`config.mk`:
```
export PLATFORM = sky130hd
export DESIGN_NAME = guarded_gate
export DESIGN_NICKNAME = d
export VERILOG_FILES = /design/src/rtl/gate_pkg.sv /design/src/rtl/gate_classify.sv /design/src/rtl/gate_shape.sv /design/src/rtl/gate_park_fifo.sv /design/src/rtl/guarded_gate.sv
export SDC_FILE = /design/constraint.sdc
export NUM_CORES = 1
export LEC_CHECK = 0
export CAP_MARGIN = 15
export CORE_MARGIN = 2
export CORE_UTILIZATION = 60
export DETAILED_ROUTE_END_ITERATION = 10
export DONT_BUFFER_PORTS = 1
export GPL_ROUTABILITY_DRIVEN = 0
export PLACE_DENSITY = 0.74
export SETUP_SLACK_MARGIN = 0.3
export SLEW_MARGIN = 25
export SYNTH_ARGS = -nofsm -noshare
export SYNTH_HDL_FRONTEND = slang
export SYNTH_SLANG_ARGS = --single-unit
```
`constraint.sdc`:
```
create_clock -name clk -period 9.9 [get_ports clk]
set_clock_uncertainty 0.05 [all_clocks]
set_input_delay 1.485 -clock clk [delete_from_list [all_inputs] [get_ports clk]]
set_output_delay 1.485 -clock clk [all_outputs]
set_load 0.01 [all_outputs]
```
`src/rtl/gate_pkg.sv`:
```
package gate_pkg;
   typedef enum logic [1:0] {
      K_LOAD  = 2'b00,
      K_STORE = 2'b01,
      K_FETCH = 2'b10,
      K_RSVD  = 2'b11
   } acc_kind_e;

   typedef enum logic [1:0] {
      D_NONE  = 2'b00,
      D_PASS  = 2'b01,
      D_PARK  = 2'b10,
      D_FAULT = 2'b11
   } decision_e;
endpackage

```
`src/rtl/gate_classify.sv`:
```
module gate_classify
   import gate_pkg::*;
(
   input  logic       valid,
   input  logic       flush,
   input  logic       full,
   input  logic [1:0] kind,
   input  logic       spec,
   input  logic       guarded,
   input  logic       hit,
   output decision_e  dec
);
   acc_kind_e k;
   assign k = acc_kind_e'(kind);

   always_comb begin
      dec = D_NONE;
      if (valid && !flush) begin
         if (guarded && k == K_FETCH)
            dec = D_FAULT;
         else if (!guarded || !spec)
            dec = D_PASS;
         else if (k == K_LOAD && hit)
            dec = D_PASS;
         else if (!full)
            dec = D_PARK;
         else
            dec = D_NONE;
      end
   end
endmodule

```
`src/rtl/gate_shape.sv`:
```
module gate_shape #(
   parameter int ADDR_W   = 32,
   parameter int BLK_LOG2 = 6,
   parameter int SZ_W     = 3,
   parameter int BYTES_W  = 7
) (
   input  logic [ADDR_W-1:0]  addr,
   input  logic [SZ_W-1:0]    size,
   input  logic               inhibit,
   output logic [ADDR_W-1:0]  addr_o,
   output logic [BYTES_W-1:0] bytes_o,
   output logic               exact_o
);
   localparam logic [BYTES_W-1:0] BLK_BYTES_V = BYTES_W'(1) << BLK_LOG2;
   logic [ADDR_W-1:0] blk_addr;

   generate
      if (BLK_LOG2 == 0) begin : g_byte_block
         assign blk_addr = addr;
      end else begin : g_mask_block
         assign blk_addr = {addr[ADDR_W-1:BLK_LOG2], {BLK_LOG2{1'b0}}};
      end
   endgenerate

   assign exact_o = inhibit;
   assign addr_o  = inhibit ? addr : blk_addr;
   assign bytes_o = inhibit ? (BYTES_W'(1) << size) : BLK_BYTES_V;
endmodule

```
`src/rtl/gate_park_fifo.sv`:
```
module gate_park_fifo #(
   parameter int DEPTH = 4,
   parameter int W     = 8
) (
   input  logic         clk,
   input  logic         rst_n,
   input  logic         flush,
   input  logic         push,
   input  logic [W-1:0] push_data,
   input  logic         pop,
   output logic [W-1:0] head_data,
   output logic         empty,
   output logic         full
);
   generate
      if (DEPTH == 1) begin : g_single
         logic         held_q;
         logic [W-1:0] data_q;

         always_ff @(posedge clk or negedge rst_n) begin
            if (!rst_n)
               held_q <= 1'b0;
            else if (flush)
               held_q <= 1'b0;
            else if (push)
               held_q <= 1'b1;
            else if (pop)
               held_q <= 1'b0;
         end

         always_ff @(posedge clk) begin
            if (push && !flush)
               data_q <= push_data;
         end

         assign head_data = data_q;
         assign empty     = !held_q;
         assign full      = held_q;
      end else begin : g_ring
         localparam int PW = $clog2(DEPTH);
         localparam int CW = $clog2(DEPTH + 1);

         logic [PW-1:0] rd_q, wr_q;
         logic [CW-1:0] cnt_q;
         logic [W-1:0]  mem_q [DEPTH];

         function automatic logic [PW-1:0] step_ptr(input logic [PW-1:0] p);
            return (p == PW'(DEPTH - 1)) ? '0 : p + PW'(1);
         endfunction

         always_ff @(posedge clk or negedge rst_n) begin
            if (!rst_n) begin
               rd_q  <= '0;
               wr_q  <= '0;
               cnt_q <= '0;
            end else if (flush) begin
               rd_q  <= '0;
               wr_q  <= '0;
               cnt_q <= '0;
            end else begin
               if (push) wr_q <= step_ptr(wr_q);
               if (pop)  rd_q <= step_ptr(rd_q);
               case ({push, pop})
                  2'b10:   cnt_q <= cnt_q + CW'(1);
                  2'b01:   cnt_q <= cnt_q - CW'(1);
                  default: cnt_q <= cnt_q;
               endcase
            end
         end

         always_ff @(posedge clk) begin
            if (push && !flush)
               mem_q[wr_q] <= push_data;
         end

         assign head_data = mem_q[rd_q];
         assign empty     = (cnt_q == '0);
         assign full      = (cnt_q == CW'(DEPTH));
      end
   endgenerate
endmodule

```
`src/rtl/guarded_gate.sv`:
```
module guarded_gate
   import gate_pkg::*;
#(
   parameter int ADDR_W     = 32,
   parameter int TAG_W      = 6,
   parameter int BLK_BYTES  = 64,
   parameter int PARK_DEPTH = 4,
   localparam int BLK_LOG2  = $clog2(BLK_BYTES),
   localparam int SZ_W      = (BLK_LOG2 < 1) ? 1 : $clog2(BLK_LOG2 + 1),
   localparam int BYTES_W   = BLK_LOG2 + 1
) (
   input  logic               clk,
   input  logic               rst_n,
   input  logic               req_valid,
   input  logic [1:0]         req_kind,
   input  logic [TAG_W-1:0]   req_tag,
   input  logic [ADDR_W-1:0]  req_addr,
   input  logic [SZ_W-1:0]    req_size,
   input  logic               req_spec,
   input  logic               req_guarded,
   input  logic               req_inhibit,
   input  logic               req_hit,
   input  logic               commit_valid,
   input  logic [TAG_W-1:0]   commit_tag,
   input  logic               flush,
   output logic               iss_valid,
   output logic [1:0]         iss_kind,
   output logic [TAG_W-1:0]   iss_tag,
   output logic [ADDR_W-1:0]  iss_addr,
   output logic [BYTES_W-1:0] iss_bytes,
   output logic               iss_exact,
   output logic               fault_valid,
   output logic [TAG_W-1:0]   fault_tag,
   output logic               stall,
   output logic               park_full,
   output logic               rel_valid,
   output logic [1:0]         rel_kind,
   output logic [TAG_W-1:0]   rel_tag,
   output logic [ADDR_W-1:0]  rel_addr,
   output logic [BYTES_W-1:0] rel_bytes,
   output logic               rel_exact
);
   localparam int ENT_W = TAG_W + 2 + 1 + SZ_W + ADDR_W;

   typedef struct packed {
      logic [TAG_W-1:0]  tag;
      logic [1:0]        kind;
      logic              inhibit;
      logic [SZ_W-1:0]   size;
      logic [ADDR_W-1:0] addr;
   } park_ent_t;

   decision_e  dec;
   park_ent_t  push_ent, head_ent;
   logic [ENT_W-1:0] head_raw;
   logic       q_empty, q_full, do_push, do_pop;

   gate_classify u_classify (
      .valid   (req_valid),
      .flush   (flush),
      .full    (q_full),
      .kind    (req_kind),
      .spec    (req_spec),
      .guarded (req_guarded),
      .hit     (req_hit),
      .dec     (dec)
   );

   assign push_ent = '{tag: req_tag, kind: req_kind, inhibit: req_inhibit,
                       size: req_size, addr: req_addr};
   assign do_push  = (dec == D_PARK);
   assign head_ent = park_ent_t'(head_raw);
   assign do_pop   = commit_valid && !flush && !q_empty && (head_ent.tag == commit_tag);

   gate_park_fifo #(
      .DEPTH (PARK_DEPTH),
      .W     (ENT_W)
   ) u_park (
      .clk       (clk),
      .rst_n     (rst_n),
      .flush     (flush),
      .push      (do_push),
      .push_data (push_ent),
      .pop       (do_pop),
      .head_data (head_raw),
      .empty     (q_empty),
      .full      (q_full)
   );

   gate_shape #(
      .ADDR_W   (ADDR_W),
      .BLK_LOG2 (BLK_LOG2),
      .SZ_W     (SZ_W),
      .BYTES_W  (BYTES_W)
   ) u_shape_iss (
      .addr    (req_addr),
      .size    (req_size),
      .inhibit (req_inhibit),
      .addr_o  (iss_addr),
      .bytes_o (iss_bytes),
      .exact_o (iss_exact)
   );

   gate_shape #(
      .ADDR_W   (ADDR_W),
      .BLK_LOG2 (BLK_LOG2),
      .SZ_W     (SZ_W),
      .BYTES_W  (BYTES_W)
   ) u_shape_rel (
      .addr    (head_ent.addr),
      .size    (head_ent.size),
      .inhibit (head_ent.inhibit),
      .addr_o  (rel_addr),
      .bytes_o (rel_bytes),
      .exact_o (rel_exact)
   );

   assign iss_valid   = (dec == D_PASS);
   assign iss_kind    = req_kind;
   assign iss_tag     = req_tag;
   assign fault_valid = (dec == D_FAULT);
   assign fault_tag   = req_tag;
   assign stall       = !q_empty;
   assign park_full   = q_full;
   assign rel_valid   = do_pop;
   assign rel_kind    = head_ent.kind;
   assign rel_tag     = head_ent.tag;
endmodule

```
**After elaboration in Yosys (flattened, before gate mapping)**

Memory sizes are Yosys's and may differ from the RTL's.
Index checks and enable logic that the tools add are counted.

- Mux-type cells: 19
- Add/sub/neg operators: 4
- Eq/ne operators: 10
- Shift-type cells: 2
- Reductions and logical operators: 17

Operators with widths:

| kind | number |
|---|---|
| $mux 2 | 11 |
| $mux 7 | 2 |
| $shl 1x3->7 const A | 2 |
| $eq 2x2->1 const B | 6 |
| $mux 6 | 2 |
| $logic_and 1x1->1 | 7 |
| $eq 6x6->1 | 1 |
| $pmux 3 s2 | 1 |
| $add 2x1->2 const B | 2 |
| $eq 2x1->1 const B | 2 |
| $logic_not 1->1 | 4 |
| $reduce_bool 2->1 | 2 |
| $add 3x1->3 const B | 1 |
| $eq 3x3->1 const B | 1 |
| $logic_not 3->1 | 1 |
| $mux 3 | 1 |
| $reduce_bool 3->1 | 1 |
| $sub 3x1->3 const B | 1 |
| $logic_not 2->1 | 1 |
| $mux 1 | 2 |
| $logic_or 1x1->1 | 1 |

- Bits in registers: 7
- Output and inout bits: 107
- Logic and storage cells: 56
- Memories kept: 1
- Bits in writable memories: 176

Memory list:

| memory | depth | width | rd ports | clocked after Yosys merged registers in | wr ports | RTL line | text |
|---|---|---|---|---|---|---|---|
| u_park.g_ring.mem_q | 4 | 44 | 1 | 0 | 1 | gate_park_fifo.sv:45 | `logic [W-1:0] mem_q [DEPTH];` |

**Longest topological paths before layout**

- Word-level depth: 10
- Mapped depth: 10
- Depth with buffers taken out: 9

**Hierarchy**

A second synthesis with hierarchy kept.

- Cell total of the unflattened synthesis: 397
- Area total of the unflattened synthesis: 7,752.4 um^2

By module, submodules not included:

| module | instances | cells an instance | area each (um^2) |
|---|---|---|---|
| gate_park_fifo | 1 | 274 | 6,855.3 |
| gate_shape | 2 | 44 | 319.1 |
| guarded_gate | 1 | 27 | 206.4 |
| gate_classify | 1 | 8 | 52.6 |

**Worst setup path after synthesis**

OpenSTA, ideal clock, no wires.

- Path type: input -> register
- From: in flush
- To: mem u_park.g_ring.mem_q[0][0] in the netlist's numbering, enable pin
- Data required time: 9.444 ns
- Arrival time: 3.407 ns
- Stages: 4
- Slack: 6.037 ns
- Buffers on the path: 1
- Library setup time: 0.406 ns
- Cell sequence: nand3b_1 nor3_1 clkbuf_1 and2_1

- Longest elaborated chain between the ends: 7

Ends and longest elaborated chain:

| what | RTL line | text |
|---|---|---|
| start, declared | guarded_gate.sv:25 | `input logic flush,` |
| $logic_not 1->1 * | gate_classify.sv:18, gate_park_fifo.sv:72 |  |
| $logic_and 1x1->1 | gate_classify.sv:18 | `if (valid && !flush) begin` |
| $mux 2 | gate_classify.sv:18 |  |
| $eq 2x2->1 | guarded_gate.sv:71 | `assign do_push = (dec == D_PARK);` |
| $logic_and 1x1->1 * | gate_park_fifo.sv:72 | `if (push && !flush)` |
| $mux 1 * | gate_park_fifo.sv:72 |  |
| $mux 1 (implied by the code) * | gate_park_fifo.sv:73 | `mem_q[wr_q] <= push_data;` |
| end, declared | gate_park_fifo.sv:45 |  |

Mark *: on every way between the ends. The rest lies on a longest branch, timed or not.

**Final worst setup path**

- From: reg u_park.g_ring.rd_q[1]
- To: out rel_valid

- Longest elaborated chain between the ends: 3

Ends and longest elaborated chain:

| what | RTL line | text |
|---|---|---|
| start, declared | gate_park_fifo.sv:43 | `logic [PW-1:0] rd_q, wr_q;` |
| start signal, assigned | gate_park_fifo.sv:62 | `if (pop) rd_q <= step_ptr(rd_q);` |
| $mem_v2 4x44 | -- |  |
| named net rel_tag[0] | guarded_gate.sv:38 | `output logic [TAG_W-1:0] rel_tag,` |
| $eq 6x6->1 | guarded_gate.sv:73 | `assign do_pop = commit_valid && !flush && !q_empty && (head_ent.tag == commit_tag);` |
| $logic_and 1x1->1 | guarded_gate.sv:73 |  |
| end, declared | guarded_gate.sv:36 | `output logic rel_valid,` |

The timed path passes the listed nets, and every way through them passes these cells.

==> key figures <==
Floorplanning
  • Die outline area: between 0.01 and 0.015 mm²
  • Width of the chip: ~120 µm
  • Height of the die: roughly 120 µm
  • I/O Pins: 165
  • Total core area: 0.0121 mm²
  • Starting Density: 62.1%
  • Placement row count: 40

Clocking
  • Total CTS buffers: 17
  • Worst-case clock buffer depth: 2
  • # H-tree levels: 4
  • Clock Latency Late Sink: between 0.4 and 0.5 ns
  • Clock sink count: 183
  • TritonCTS clock tree: yes
  • Quantity of hold-fixing buffers added after cts: 0
  • Clock transition at path regs: 0.06 ns
  • Clk Tree Root Cell: sky130_fd_sc_hd__clkbuf_16
  • Setup repair bufs after CTS: 0
  • CTS resizes: 0

Synthesis
  • Cell accounting for the most synthesized area: sky130_fd_sc_hd__edfxtp_1
  • Most used DFF post-synth: sky130_fd_sc_hd__edfxtp_1
  • Share of Yosys cell area claimed by the top area cell type: 70.3%
  • Dominant cell by count in the synthesized netlist: sky130_fd_sc_hd__edfxtp_1
  • Most frequent cells after synthesis: sky130_fd_sc_hd__edfxtp_1 (176), sky130_fd_sc_hd__mux4_2 (42), sky130_fd_sc_hd__buf_4 (41), sky130_fd_sc_hd__nor2_1 (14), sky130_fd_sc_hd__and2_1 (11)
  • Number of enable-type register cells in the synthesized netlist: 176
  • Unique cell type count in the Yosys netlist: 41
  • Synth area leaders: sky130_fd_sc_hd__edfxtp_1 (70%), sky130_fd_sc_hd__mux4_2 (13%), sky130_fd_sc_hd__buf_4 (4.1%)
  • Register bit count reported by yosys: 183
  • Post-synthesis net count: 441
  • Number of warnings reported in the yosys synthesis log: 0
  • Sequential-to-total area share from yosys stat: between 70% and 80%
  • Area of the mapped netlist: between 0.007 and 0.008 mm²
  • Share of synthesized registers carrying an async set or reset: 3.83%
  • Post-Syn Area per Cell: 19.9 µm²
  • Gate Count Post-Synth: 378

Route
  • Vias: 3196
  • Initial DRC count: 260
  • Total length of routed wires: 12.2 mm
  • Routed length per placed instance: roughly 23 µm
  • Count of nets left with antenna violations after detail routing: 0
  • Post-DR vias/cell: around 6.0
  • Post-route DRC violation count: 0
  • Detailed-routing iteration count for the pre-antenna-repair pass: 4

Final layout
  • Fill count: 789
  • Core utilization of the finished layout: around 66%
  • Area taken by flip-flops and latches: 0.00547 mm²
  • Number of antenna repair diodes: 0
  • Area growth from synthesis to layout: 6.62%
  • Area used by multi-input combinational logic: 0.00167 mm²
  • Final #Nets: slightly above 400
  • Layout cell share with drive strength beyond 1: 25.3%

Critical path
  • Depth of the worst register-to-register path: 9
  • Worst Path Max Fanout: 47
  • Critical path required time: 8.37 ns
  • Kind of end point of the critical path: output port
  • Worst setup path class: flip-flop to output port
  • Worst endpoint data arrival time: 2.75 ns
  • Startpoint Class: flip-flop

Placement
  • Number of buffers added on ports: 0
  • HPWL after DPL: 7.24 mm

STA
  • # setup viols final: 0
  • Clock period minus worst slack: 4.28 ns
  • Headroom to the max-slew limit: 54.4%
  • Worst Max-Slew Pin Slew: 0.684 ns
  • Tcrit/Tclk final: a little over two fifths
  • RSZ-0062 raised after global routing: no
  • F_max: 234 MHz
  • Setup TNS: 0 ns
  • Final hold vios: 0
  • Pins Over Slew Limit: 0

Flow run
  • Maximum Capacitance Violations: 0

Worst hold path
  • Min-Delay Path Class: flip-flop to flip-flop
  • Number of stages on the worst hold path: 1

Global route
  • GRT overflow: 0
  • Total routing resource utilization after global routing: 19.6%
  • Initial antenna violation count: 0
  • Vias in the first global route: 3386
  • Global-route wire length before repair: 18.6 mm
  • Maximum number of pins on one net before global-route repair: 49

Power and ir drop
  • Leak Pwr: 0.00251 µW
  • Internal power component: 1230 µW
  • Share of power burned in the clock network: about 42%
  • Sequential fraction of design power: 56.7%
  • Net switching power figure: 275 µW
  • Switching Share: between 10% and 20%
  • Relative contribution of combinational cells to total power: 1.2%
  • Power per cell area: 188 mW/mm²
  • Maximum VDD drop: 0.000162 V

Run status
  • Outcome: finished clean
state kept, by name (all words and copies together) (netlist names):
register,flops
u_park.g_ring.cnt_q,3
u_park.g_ring.mem_q,176
u_park.g_ring.wr_q,2
u_park.g_ring.rd_q,2
layer usage:
layer / track usage [%] / vias up / share of wire, %
met2: 30.4 / 124 / 48
li1: - / 1392 / -
met3: 7.69 / 9 / 7.3
met1: 26.0 / 1671 / 43
met5: 0 / - / 0
met4: 6.90 / 0 / 0.97
logic make-up after synthesis:
kind of cell,after synthesis,synth area share [%]
flip-flops,183,72.6
AO/OA/AOI/OAI,7,0.583
XOR/XNOR,9,1.43
adder cells (fa/ha/maj),5,0.932
multiplexers,48,13.6
AND/OR/NAND/NOR,66,5.61
buffers and inverters,60,5.19
power groups by stage:
stage	sequential [µW]	clock, µW	combinational [µW]
after floorplan	869	0	33.0
after global placement	869	0	18.3
after global routing	852	679	19.9
final	853	633	18.3
after CTS	853	645	18.6
after detailed placement	869	0	18.5
metrics by stage:
| stage | power, µW | instances | setup slack, ns | hold WS (ns) | cell area [µm²] |
|---|---|---|---|---|---|
| 3_3_place_gp | 887 | 499 | 5.63 | 0.434 | 7420 |
| 4_1_cts | 1520 | 531 | 5.16 | 0.451 | 7990 |
| 2_1_floorplan | 902 | 378 | 6.04 | 0.402 | 7520 |
| 6_report | 1500 | 532 | 5.62 | 0.451 | 8020 |
| 5_1_grt | 1550 | 532 | 5.43 | 0.468 | 8020 |
| 3_5_place_dp | 888 | 499 | 5.62 | 0.439 | 7420 |
critical path: stages, from the launching register on:
cell	delay (ns)
sky130_fd_sc_hd__dfrtp_2	0.34
sky130_fd_sc_hd__buf_4	0.54
sky130_fd_sc_hd__mux4_2	0.47
sky130_fd_sc_hd__xnor2_1	0.19
sky130_fd_sc_hd__nand4b_2	0.21
sky130_fd_sc_hd__nor4b_4	0.58
final cells by class:
class                           instances  share of cell area [%]
Multi-Input combinational cell        135                    20.9
Inverter                                6                   0.281
Clock inverter                         13                    1.65
Sequential cell                       183                    68.2
Tap cell                              168                    2.62
Timing Repair Buffer                    8                   0.999
Clock buffer                           19                    5.40
worst paths after layout:
kind | startpoint | end | slack, ns
worst max-delay path | u_park.g_ring.rd_q[1] | rel_valid | 5.62
worst min-delay path | u_park.g_ring.cnt_q[2] | u_park.g_ring.cnt_q[2] | 0.45
worst max register to register | u_park.g_ring.rd_q[1] | u_park.g_ring.cnt_q[1] | 6.07
worst min register to register | u_park.g_ring.cnt_q[2] | u_park.g_ring.cnt_q[2] | 0.45
max in group asynchronous | rst_n | u_park.g_ring.rd_q[0] | 9.01
min in group asynchronous | rst_n | u_park.g_ring.cnt_q[2] | 0.71
cell usage in the layout (no fill, tap or decap), drive strengths merged, types with 2 or more instances in the layout:
cell	instances
nand2	7
nand3	2
nor2	14
nand3b	3
o21ai	3
ha	4
mux4	43
or3	2
nor4	3
nor2b	7
inv	6
xnor2	7
nor4b	2
and2	11
buf	8
nor3b	2
dfrtp	7
clkinv	9
clkbuf	19
bufinv	2
clkinvlp	2
nor3	3
nor4bb	2
mux2i	4
edfxtp	176
a21oi	2
nand2b	5
(Power assumes the default switching activity.)
